`src/rtl/mlcd_pkg.sv`:
```
// Package: shared types and opcodes for the LCD command sequencer.
// Assumes the controller's command set described in the brief.
package mlcd_pkg;

    typedef enum logic [2:0] {
        SK_SEL   = 3'd0,  // assert chip select, command mode
        SK_CMD   = 3'd1,  // send one command byte
        SK_WAIT  = 3'd2,  // wait val milliseconds
        SK_DATA  = 3'd3,  // stream one half of the band buffer
        SK_DESEL = 3'd4,  // release chip select, hold the gap
        SK_END   = 3'd5   // script finished
    } step_kind_t;

    typedef struct packed {
        step_kind_t kind;
        logic [7:0] val;
    } step_t;

    typedef enum logic [2:0] {
        SC_INIT      = 3'd0,
        SC_BAND      = 3'd1,
        SC_CONTRAST  = 3'd2,
        SC_SLEEP_ON  = 3'd3,
        SC_SLEEP_OFF = 3'd4
    } script_t;

    localparam logic [1:0] REQ_REFRESH   = 2'd0;
    localparam logic [1:0] REQ_CONTRAST  = 2'd1;
    localparam logic [1:0] REQ_SLEEP_ON  = 2'd2;
    localparam logic [1:0] REQ_SLEEP_OFF = 2'd3;

    localparam logic [7:0] OP_BIAS9      = 8'hA2;
    localparam logic [7:0] OP_SEG_NORM   = 8'hA0;
    localparam logic [7:0] OP_COM_REV    = 8'hC8;
    localparam logic [7:0] OP_LINE0      = 8'h40;
    localparam logic [7:0] OP_PWR_BOOST  = 8'h2C;
    localparam logic [7:0] OP_PWR_REG    = 8'h2E;
    localparam logic [7:0] OP_PWR_ALL    = 8'h2F;
    localparam logic [7:0] OP_RATIO0     = 8'h10;
    localparam logic [7:0] OP_POS_IMAGE  = 8'hA6;
    localparam logic [7:0] OP_VOLUME     = 8'h81;
    localparam logic [7:0] INIT_VOLUME   = 8'h1E;
    localparam logic [7:0] OP_DISP_ON    = 8'hAF;
    localparam logic [7:0] OP_DISP_OFF   = 8'hAE;
    localparam logic [7:0] OP_FORCE_ALL  = 8'hA5;
    localparam logic [7:0] OP_FORCE_NONE = 8'hA4;
    localparam logic [7:0] OP_INDIC_OFF  = 8'hAC;
    localparam logic [7:0] OP_COL_HI     = 8'h10;  // column 0, high nibble
    localparam logic [7:0] OP_COL_LO     = 8'h00;  // column 0, low nibble
    localparam logic [7:0] OP_PAGE       = 8'hB0;

endpackage

```
`src/rtl/mlcd_timer.sv`:
```
// Module: loadable down-counter used for pauses, gaps and millisecond waits.
// Assumes: a load sets the count, and zero is reported once it reaches 0.
module mlcd_timer #(
    parameter int W = 32
) (
    input  logic         clk,
    input  logic         rst_n,
    input  logic         load,
    input  logic [W-1:0] load_val,
    output logic         zero
);
    logic [W-1:0] cnt;

    // Purpose: load on request, otherwise count down to zero and stop.
    always_ff @(posedge clk) begin
        if (!rst_n)           cnt <= '0;
        else if (load)        cnt <= load_val;
        else if (cnt != '0)   cnt <= cnt - W'(1);
    end

    assign zero = (cnt == '0);
endmodule

```
`src/rtl/mlcd_shifter.sv`:
```
// Module: serialises one byte MSB first onto the serial clock and data lines.
// Assumes: start is taken only when ready; ready also holds in the final
// phase of a byte, so the next byte can follow with no idle cycle.
module mlcd_shifter #(
    parameter int SETUP_CYCLES = 2
) (
    input  logic       clk,
    input  logic       rst_n,
    input  logic       start,
    input  logic [7:0] din,
    output logic       ready,
    output logic       last,
    output logic       sclk,
    output logic       sdat
);
    localparam int SW = (SETUP_CYCLES > 1) ? $clog2(SETUP_CYCLES) : 1;

    logic          active;
    logic          hi;
    logic [2:0]    bitn;
    logic [SW-1:0] cnt;
    logic [7:0]    sr;
    logic          phase_end;

    assign phase_end = (cnt == SW'(SETUP_CYCLES - 1));
    assign last      = active && hi && phase_end && (bitn == 3'd7);
    assign ready     = !active || last;

    // Purpose: step through low/high phases of the eight bits of a byte.
    always_ff @(posedge clk) begin
        if (!rst_n) begin
            active <= 1'b0;
            hi     <= 1'b0;
            bitn   <= '0;
            cnt    <= '0;
            sr     <= '0;
        end else if (start && ready) begin
            active <= 1'b1;
            hi     <= 1'b0;
            bitn   <= '0;
            cnt    <= '0;
            sr     <= din;
        end else if (active) begin
            if (!phase_end) begin
                cnt <= cnt + SW'(1);
            end else begin
                cnt <= '0;
                if (!hi) begin
                    hi <= 1'b1;
                end else begin
                    hi <= 1'b0;
                    if (bitn == 3'd7) begin
                        active <= 1'b0;
                    end else begin
                        bitn <= bitn + 3'd1;
                        sr   <= {sr[6:0], 1'b0};
                    end
                end
            end
        end
    end

    assign sclk = active && hi;
    assign sdat = sr[7];
endmodule

```
`src/rtl/mlcd_script.sv`:
```
// Module: combinational store of the five command scripts, indexed by step.
// Assumes: every script starts with a select step and ends with an end step.
module mlcd_script
    import mlcd_pkg::*;
#(
    parameter int BW = 2
) (
    input  script_t       script,
    input  logic [4:0]    pc,
    input  logic [BW-1:0] band,
    input  logic [7:0]    level,
    output step_t         step
);
    logic [7:0] page_even;
    logic [7:0] page_odd;
    logic [7:0] vol_byte;
    logic       unused_lvl;

    assign page_even  = OP_PAGE | 8'({band, 1'b0});
    assign page_odd   = OP_PAGE | 8'({band, 1'b1});
    assign vol_byte   = {2'b00, level[7:2]};
    assign unused_lvl = ^level[1:0];

    function automatic step_t mk(input step_kind_t k, input logic [7:0] v);
        step_t s;
        s.kind = k;
        s.val  = v;
        return s;
    endfunction

    // Purpose: look up the step at index pc of the selected script.
    always_comb begin
        step = mk(SK_END, 8'h00);
        unique case (script)
            SC_INIT: begin
                case (pc)
                    5'd0:  step = mk(SK_SEL,   8'h00);
                    5'd1:  step = mk(SK_CMD,   OP_BIAS9);
                    5'd2:  step = mk(SK_CMD,   OP_SEG_NORM);
                    5'd3:  step = mk(SK_CMD,   OP_COM_REV);
                    5'd4:  step = mk(SK_CMD,   OP_LINE0);
                    5'd5:  step = mk(SK_CMD,   OP_PWR_BOOST);
                    5'd6:  step = mk(SK_WAIT,  8'd50);
                    5'd7:  step = mk(SK_CMD,   OP_PWR_REG);
                    5'd8:  step = mk(SK_WAIT,  8'd50);
                    5'd9:  step = mk(SK_CMD,   OP_PWR_ALL);
                    5'd10: step = mk(SK_WAIT,  8'd50);
                    5'd11: step = mk(SK_CMD,   OP_RATIO0);
                    5'd12: step = mk(SK_CMD,   OP_POS_IMAGE);
                    5'd13: step = mk(SK_CMD,   OP_VOLUME);
                    5'd14: step = mk(SK_CMD,   INIT_VOLUME);
                    5'd15: step = mk(SK_CMD,   OP_DISP_ON);
                    5'd16: step = mk(SK_WAIT,  8'd100);
                    5'd17: step = mk(SK_CMD,   OP_FORCE_ALL);
                    5'd18: step = mk(SK_WAIT,  8'd200);
                    5'd19: step = mk(SK_CMD,   OP_FORCE_NONE);
                    5'd20: step = mk(SK_DESEL, 8'h00);
                    default: step = mk(SK_END, 8'h00);
                endcase
            end
            SC_BAND: begin
                case (pc)
                    5'd0:  step = mk(SK_SEL,   8'h00);
                    5'd1:  step = mk(SK_CMD,   OP_COL_HI);
                    5'd2:  step = mk(SK_CMD,   OP_COL_LO);
                    5'd3:  step = mk(SK_CMD,   page_even);
                    5'd4:  step = mk(SK_DATA,  8'h00);
                    5'd5:  step = mk(SK_DESEL, 8'h00);
                    5'd6:  step = mk(SK_SEL,   8'h00);
                    5'd7:  step = mk(SK_CMD,   OP_COL_HI);
                    5'd8:  step = mk(SK_CMD,   OP_COL_LO);
                    5'd9:  step = mk(SK_CMD,   page_odd);
                    5'd10: step = mk(SK_DATA,  8'h01);
                    5'd11: step = mk(SK_DESEL, 8'h00);
                    default: step = mk(SK_END, 8'h00);
                endcase
            end
            SC_CONTRAST: begin
                case (pc)
                    5'd0:  step = mk(SK_SEL,   8'h00);
                    5'd1:  step = mk(SK_CMD,   OP_VOLUME);
                    5'd2:  step = mk(SK_CMD,   vol_byte);
                    5'd3:  step = mk(SK_DESEL, 8'h00);
                    default: step = mk(SK_END, 8'h00);
                endcase
            end
            SC_SLEEP_ON: begin
                case (pc)
                    5'd0:  step = mk(SK_SEL,   8'h00);
                    5'd1:  step = mk(SK_CMD,   OP_INDIC_OFF);
                    5'd2:  step = mk(SK_CMD,   OP_DISP_OFF);
                    5'd3:  step = mk(SK_CMD,   OP_FORCE_ALL);
                    5'd4:  step = mk(SK_DESEL, 8'h00);
                    default: step = mk(SK_END, 8'h00);
                endcase
            end
            SC_SLEEP_OFF: begin
                case (pc)
                    5'd0:  step = mk(SK_SEL,   8'h00);
                    5'd1:  step = mk(SK_CMD,   OP_FORCE_NONE);
                    5'd2:  step = mk(SK_CMD,   OP_DISP_ON);
                    5'd3:  step = mk(SK_WAIT,  8'd50);
                    5'd4:  step = mk(SK_DESEL, 8'h00);
                    default: step = mk(SK_END, 8'h00);
                endcase
            end
            default: step = mk(SK_END, 8'h00);
        endcase
    end
endmodule

```
`src/rtl/mono_lcd_seq.sv`:
```
// Module: top of the LCD command sequencer. Runs the power-up script after
// reset, then accepts refresh, contrast, sleep and wake requests one at a time.
// Assumes: the band buffer returns data one cycle after the address.
module mono_lcd_seq
    import mlcd_pkg::*;
#(
    parameter int COLS         = 128,
    parameter int PAGES        = 8,
    parameter int MS_CYCLES    = 50000,
    parameter int PAUSE_CYCLES = 500,
    parameter int SETUP_CYCLES = 2,
    parameter int GAP_CYCLES   = 10
) (
    input  logic                              clk,
    input  logic                              rst_n,
    input  logic                              req_valid,
    input  logic [1:0]                        req_kind,
    input  logic [$clog2(PAGES/2)-1:0]        req_band,
    input  logic [7:0]                        req_level,
    output logic                              busy,
    output logic                              done,
    output logic [$clog2(2*COLS)-1:0]         buf_addr,
    input  logic [7:0]                        buf_data,
    output logic                              lcd_sclk,
    output logic                              lcd_sdat,
    output logic                              lcd_cs_n,
    output logic                              lcd_a0
);
    localparam int BW = $clog2(PAGES / 2);
    localparam int AW = $clog2(2 * COLS);
    localparam int CW = $clog2(COLS + 1);

    typedef enum logic [2:0] {
        ST_STEP  = 3'd0,
        ST_CMDW  = 3'd1,
        ST_TIME  = 3'd2,
        ST_PRIME = 3'd3,
        ST_DATA  = 3'd4,
        ST_IDLE  = 3'd5
    } state_t;

    state_t        st;
    script_t       script;
    logic [4:0]    pc;
    logic [BW-1:0] band_q;
    logic [7:0]    level_q;
    logic          cs_n_q;
    logic          a0_q;
    logic          done_q;
    logic [AW-1:0] rd_addr;
    logic [CW-1:0] sent;
    step_t         step;

    logic          sh_start;
    logic [7:0]    sh_din;
    logic          sh_ready;
    logic          sh_last;
    logic          tmr_load;
    logic [31:0]   tmr_val;
    logic          tmr_zero;
    logic          run_full;

    mlcd_script #(.BW(BW)) u_script (
        .script (script),
        .pc     (pc),
        .band   (band_q),
        .level  (level_q),
        .step   (step)
    );

    mlcd_shifter #(.SETUP_CYCLES(SETUP_CYCLES)) u_shift (
        .clk    (clk),
        .rst_n  (rst_n),
        .start  (sh_start),
        .din    (sh_din),
        .ready  (sh_ready),
        .last   (sh_last),
        .sclk   (lcd_sclk),
        .sdat   (lcd_sdat)
    );

    mlcd_timer #(.W(32)) u_timer (
        .clk      (clk),
        .rst_n    (rst_n),
        .load     (tmr_load),
        .load_val (tmr_val),
        .zero     (tmr_zero)
    );

    assign run_full = (sent == CW'(COLS));

    // Purpose: start bytes and load the timer according to the current state.
    always_comb begin
        sh_start = 1'b0;
        sh_din   = step.val;
        tmr_load = 1'b0;
        tmr_val  = '0;
        case (st)
            ST_STEP: begin
                case (step.kind)
                    SK_CMD:   sh_start = 1'b1;
                    SK_WAIT: begin
                        tmr_load = 1'b1;
                        tmr_val  = 32'(step.val) * 32'(MS_CYCLES);
                    end
                    SK_DESEL: begin
                        tmr_load = 1'b1;
                        tmr_val  = 32'(GAP_CYCLES);
                    end
                    default: ;
                endcase
            end
            ST_CMDW: begin
                if (sh_last) begin
                    tmr_load = 1'b1;
                    tmr_val  = 32'(PAUSE_CYCLES);
                end
            end
            ST_DATA: begin
                sh_din = buf_data;
                if (sh_ready && !run_full) sh_start = 1'b1;
                if (run_full && sh_last) begin
                    tmr_load = 1'b1;
                    tmr_val  = 32'(PAUSE_CYCLES);
                end
            end
            default: ;
        endcase
    end

    // Purpose: walk the script steps and hold the link control lines.
    always_ff @(posedge clk) begin
        if (!rst_n) begin
            st      <= ST_STEP;
            script  <= SC_INIT;
            pc      <= '0;
            band_q  <= '0;
            level_q <= '0;
            cs_n_q  <= 1'b1;
            a0_q    <= 1'b0;
            done_q  <= 1'b0;
            rd_addr <= '0;
            sent    <= '0;
        end else begin
            done_q <= 1'b0;
            case (st)
                ST_IDLE: begin
                    if (req_valid) begin
                        case (req_kind)
                            REQ_REFRESH:  script <= SC_BAND;
                            REQ_CONTRAST: script <= SC_CONTRAST;
                            REQ_SLEEP_ON: script <= SC_SLEEP_ON;
                            default:      script <= SC_SLEEP_OFF;
                        endcase
                        band_q  <= req_band;
                        level_q <= req_level;
                        pc      <= '0;
                        st      <= ST_STEP;
                    end
                end
                ST_STEP: begin
                    case (step.kind)
                        SK_SEL: begin
                            cs_n_q <= 1'b0;
                            a0_q   <= 1'b0;
                            pc     <= pc + 5'd1;
                        end
                        SK_CMD:   st <= ST_CMDW;
                        SK_WAIT:  st <= ST_TIME;
                        SK_DATA: begin
                            a0_q    <= 1'b1;
                            rd_addr <= step.val[0] ? AW'(COLS) : '0;
                            sent    <= '0;
                            st      <= ST_PRIME;
                        end
                        SK_DESEL: begin
                            cs_n_q <= 1'b1;
                            st     <= ST_TIME;
                        end
                        default: begin
                            done_q <= 1'b1;
                            st     <= ST_IDLE;
                        end
                    endcase
                end
                ST_CMDW: begin
                    if (sh_last) st <= ST_TIME;
                end
                ST_TIME: begin
                    if (tmr_zero) begin
                        pc <= pc + 5'd1;
                        st <= ST_STEP;
                    end
                end
                ST_PRIME: st <= ST_DATA;
                ST_DATA: begin
                    if (sh_start) begin
                        rd_addr <= rd_addr + AW'(1);
                        sent    <= sent + CW'(1);
                    end
                    if (run_full && sh_last) st <= ST_TIME;
                end
                default: st <= ST_IDLE;
            endcase
        end
    end

    assign busy     = (st != ST_IDLE);
    assign done     = done_q;
    assign buf_addr = rd_addr;
    assign lcd_cs_n = cs_n_q;
    assign lcd_a0   = a0_q;
endmodule

```
`config.mk`:
```
export PLATFORM = sky130hd
export DESIGN_NAME = mono_lcd_seq
export DESIGN_NICKNAME = d
export VERILOG_FILES = /design/src/rtl/mlcd_pkg.sv /design/src/rtl/mlcd_timer.sv /design/src/rtl/mlcd_shifter.sv /design/src/rtl/mlcd_script.sv /design/src/rtl/mono_lcd_seq.sv
export SDC_FILE = /design/constraint.sdc
export NUM_CORES = 1
export LEC_CHECK = 0
export BUFFER_PORTS_ARGS = -buffer_cell sky130_fd_sc_hd__buf_2
export CORE_AREA = 4 4 119 121
export DETAILED_ROUTE_END_ITERATION = 10
export DIE_AREA = 0 0 123 125
export MAX_ROUTING_LAYER = met4
export PLACE_DENSITY = 0.81
export SLEW_MARGIN = 10
export SYNTH_ARGS = -nofsm -noshare
export SYNTH_HDL_FRONTEND = slang
export SYNTH_HIERARCHICAL = 1
export SYNTH_SLANG_ARGS = --single-unit
```
`constraint.sdc`:
```
create_clock -name clk -period 6.1 [get_ports clk]
set_input_delay 1.22 -clock clk [delete_from_list [all_inputs] [get_ports clk]]
set_output_delay 1.22 -clock clk [all_outputs]
set_load 0.1 [all_outputs]
```
Word-level counts from Yosys, hierarchy flattened
Memories as Yosys holds them, arrays and structs flattened. A register that Yosys moved wholly into a read port is not among the register bits.
Cells that the tools add are included.
Storage, ports and cells
  output and inout port bits: 14
  register bits: 86
  input bits: 23
  bits in read-only memories: 352
  logic and storage cells: 159
  memories: 1
Cells by class
  equality and inequality tests: 38
  $mul: 1
  add/sub/neg operators: 6
  multiplexer cells: 54
  reductions and logical operators: 41
  bitwise logic cells: 2
Memories
  (name not given): words 32, width 11, rd ports 1, clocked after Yosys merged registers in 1, write ports 0, RTL line mlcd_script.sv:36  | case (pc)
Operators with widths (number)
  case mux 11 bit (5 select lines): 3
  2-to-1 mux 8 bit: 11
  case mux 11 bit (8 select lines): 1
  case mux 24 bit (3 select lines): 1
  2-to-1 mux 32 bit: 2
  case mux 24 bit (2 select lines): 1
  case mux 11 bit (4 select lines): 1
  zero test 32 bit: 1
  case mux 8 bit (2 select lines): 2
  nonzero test 32 bit: 1
  subtractor 32 x 1 -> 32 bit, second input constant: 1
  2-to-1 mux 5 bit: 5
  == test 5 x 3 -> 1 bit, second input constant: 4
  == test 5 x 4 -> 1 bit, second input constant: 4
  multiplier 8 x 12 -> 20 bit, second input constant: 1
  == test 3 x 2 -> 1 bit, second input constant: 6
  2-to-1 mux 9 bit: 2
  case mux 3 bit (6 select lines): 1
  adder 8 x 1 -> 8 bit, second input constant: 2
  == test 3 bit, second input constant: 5
  case mux 5 bit (3 select lines): 1
  nonzero test 2 bit: 7
  2-to-1 mux 1 bit: 13
  2-to-1 mux 3 bit: 4
  other kinds (30): 62

Longest topological paths before layout
  depth in word-level cells: 10
  gate-level depth with buffers: 21

By module
Netlist, hierarchy kept.
Modules (own cells, without submodules)
  mono_lcd_seq: cells an instance 445, instances 1, area each 3736.1 sq um
  mlcd_timer: cells an instance 205, instances 1, area each 1692.9 sq um
  mlcd_script: cells an instance 148, instances 1, area each 952.2 sq um
  mlcd_shifter: cells an instance 69, instances 1, area each 661.9 sq um

Worst setup path before layout
No wires, ideal clock.
  kind: reg2reg
  start: register pc[0]
  end: register u_timer.cnt[21]
  cell stages (with the launch flop): 21
  path slack: 1.042 ns
  required time: 6.014 ns
  path buffers: 0
  setup time: 0.086 ns
  arrival time: 4.973 ns
  cell sequence: dfxtp_1 ha_1 nor2b_1 a21oi_1 a211oi_1 a21oi_1 o211ai_1 ha_1 ha_1 fa_1 inv_1 fa_1 inv_1 ha_1 o211ai_1 o211a_1 o221a_2 o21bai_1 mux2i_1 nor2_1 a211oi_1
RTL lines
  start, declared: RTL line mono_lcd_seq.sv:44  | logic [4:0] pc;
  start signal, assigned: RTL line mono_lcd_seq.sv:166  | pc <= pc + 5'd1;
  start signal, assigned: RTL line mono_lcd_seq.sv:191  | pc <= pc + 5'd1;
  end signal, assigned: RTL line mlcd_timer.sv:17  | else if (load) cnt <= load_val;
  end signal, assigned: RTL line mlcd_timer.sv:18  | else if (cnt != '0) cnt <= cnt - W'(1);
  end, declared: RTL line mlcd_timer.sv:12  | logic [W-1:0] cnt;

==> metrics.txt <==
Period minus WS final 5592 ps; Sink Count 84; grt ovf 0; Die X 123 µm; worst path cell trace ha_1 -> nor2b_1 -> a21oi_1 -> nor3_1 -> a22oi_1 -> o211ai_1 -> ha_1 -> ha_1 -> fa_1 -> inv_1 -> fa_1 -> inv_1 -> ha_1 -> nor2b_1 -> o211ai_1 -> a21boi_0 -> o21a_1 -> nor3_1 -> nor2_1 -> a211oi_1; Fmax achieved 178.8 MHz; post-placement cell count 1,040; via-per-instance ratio 5.939; maximum VDD drop 0.2009 mV; IO Pins 37; post-cts gate resize count 0; Final setup viols 0; CTS tree yes; final net count 981; M2 GR Usage 34.74%; DR pass1 iterations 5; share of post-route cells with drive strength above 1 11.02%; Initial DRC Count 567; Layout Area Growth over Synthesis 7.979%; gpl congestion 0.9481; syn_area_per_cell 8.123 µm²; Worst path max stage delay 530 ps; Rows 42; Yosys warnings 6; hold_sp level_q[5]; Initial Utilization 53.33%; # port buffers 34; Crit path buffers/inverters 2; Layout fillers 1,172; Netlist Area Pre-Place 0.006978 mm²; met3 track utilization from global routing 5.059%; antenna viol nets, final 0; GR peak layer met2; fin cells 1,056; FF-to-FF Start pc[1]; initial antenna violation count 0; outcome finished clean; Setup Total Neg Slack 0 ps; Hold WC Path Type reg2reg; Leak Pwr 3.223 nW; Max Slew Vio Count 0; Max Cap Viol 0; footprint of the multi-input gates 0.004962 mm²; cts hold-fix bufs 0; Max Clock Skew 14.23 ps; CTS Buf Count 9; CTS root buffer clkbuf_16; Core ar. 0.01309 mm²; CP top delay family adder cells; launching element type of the critical path register; full die area 0.01538 mm²; WL per Instance 15.50 µm; CP Capture Type register; Worst-path clk slew 70 ps; GRT Resource Usage Total 22.34%; RSZ-0062 raised after global routing false; # diodes 0; Clock Path Buffers 2; final hold viol count 0; crit-path most repeated cell ha_1; slew margin rel. 41.99%; drc violations 0; met1 usage 28.85%; highest-delay cell along the critical path dfxtp_1; Register-to-Register Setup Slack 510 ps; Power Dens Cells 412.3 mW/mm²; worst skew pair latency 360 ps; Post-Route WL 16,370 µm; Die Ht 125 µm; Crit. Startpoint pc[1]; Synth Instances 859; Final period util 91.67%; CP max FO 9; worst slew pin tran 866.1 ps; Via Count 6,272; dpl hpwl 11,900 µm; vias in the first global route 5,980; first-pass GRT wire length 27,900 µm; H-tree depth 3; Crit path required time 6370 ps; register area 0.001682 mm²; largest net degree at the start of global routing 33; Setup Fix Bufs, Post-CTS 0; crit path DAT 5870 ps; critical path class reg2reg
-- worst reg2reg max path: cells and delay by family (launching register included) --
family | cells | cell delay, ps
adders and majority gates | 6 | 2420
AOI/OAI and AO/OA | 7 | 1380
and+or+nand+nor | 5 | 1100
DFF | 1 | 530
buffers and inverters | 2 | 100
-- placed cells by master, fill, tap and decap left out, types with 4 or more instances in the layout --
cell and n:
a211oi_1 20, a21boi_0 4, a21o_1 15, a21oi_1 60
a221o_1 5, a22oi_1 4, a31o_2 4, a31oi_1 10
and2_1 8, and3_1 6, buf_2 34, buf_4 11
clkbuf_16 9, conb_1 9, dfxtp_1 84, fa_1 12
ha_1 71, inv_1 25, mux2i_1 16, nand2_1 90
nand2b_1 8, nand3_1 18, nand4_1 4, nor2_1 65
nor2b_1 17, nor3_1 27, nor3b_1 7, nor4_1 17
o211ai_1 11, o21a_1 7, o21ai_0 48, o21ai_1 8
o21ai_2 4, o31ai_1 4, or3_1 12, or4_1 6
xnor2_1 40, xor2_1 10
-- per-stage QoR --
step                      util [%]  instance area, µm²  hold WS, ps  setup WS (ps)  total power (W)
after floorplan                  -                7008        436.0           1042         0.002214
after global placement       55.23                7227        445.4          706.8         0.002462
after detailed placement     55.23                7227        449.7          664.6         0.002525
after CTS                    57.58                7535        459.5          629.9         0.003108
after global routing         57.58                7535        477.7          197.9         0.003386
final                        57.58                7535        457.8          508.2         0.003106
-- power by group --
group	total (W)	internal [W]	switching [W]
sequential	0.000782	0.000658	0.000124
combinational	0.00175	0.000713	0.00104
clock	0.000576	0.000327	0.000249
-- layout make-up --
| cell class | instances | area share [%] |
|---|---|---|
| clock inverters | 6 | 1.046 |
| inverters | 28 | 1.461 |
| flip-flops and latches | 84 | 22.32 |
| repair buffers | 45 | 3.354 |
| well taps | 176 | 2.923 |
| clock buffers | 10 | 3.039 |
| multi-input cells | 707 | 65.86 |
-- layer usage --
metal	vias to the layer above	share of wire [%]
li1	3127	-
met1	2939	46
met2	173	46
met3	33	6.0
met4	0	2.0
met5	-	0
-- registers in the layout (all words and copies together), names as in the netlist, 2 cells and up --
signal / count
level_q: 6
script: 3
buf_addr: 8
u_shift/sr: 8
pc: 5
st: 3
sent: 8
band_q: 2
u_timer/cnt: 32
u_shift/bitn: 3
-- path summary, 6_finish.rpt --
check	to	depth (start not counted)
setup / recovery	u_timer/cnt[14]	20
hold / removal	level_q[5]	2
hold reg to reg	level_q[5]	2
setup reg to reg	u_timer/cnt[14]	20
Note: power is estimated with default switching activity, not from simulation.
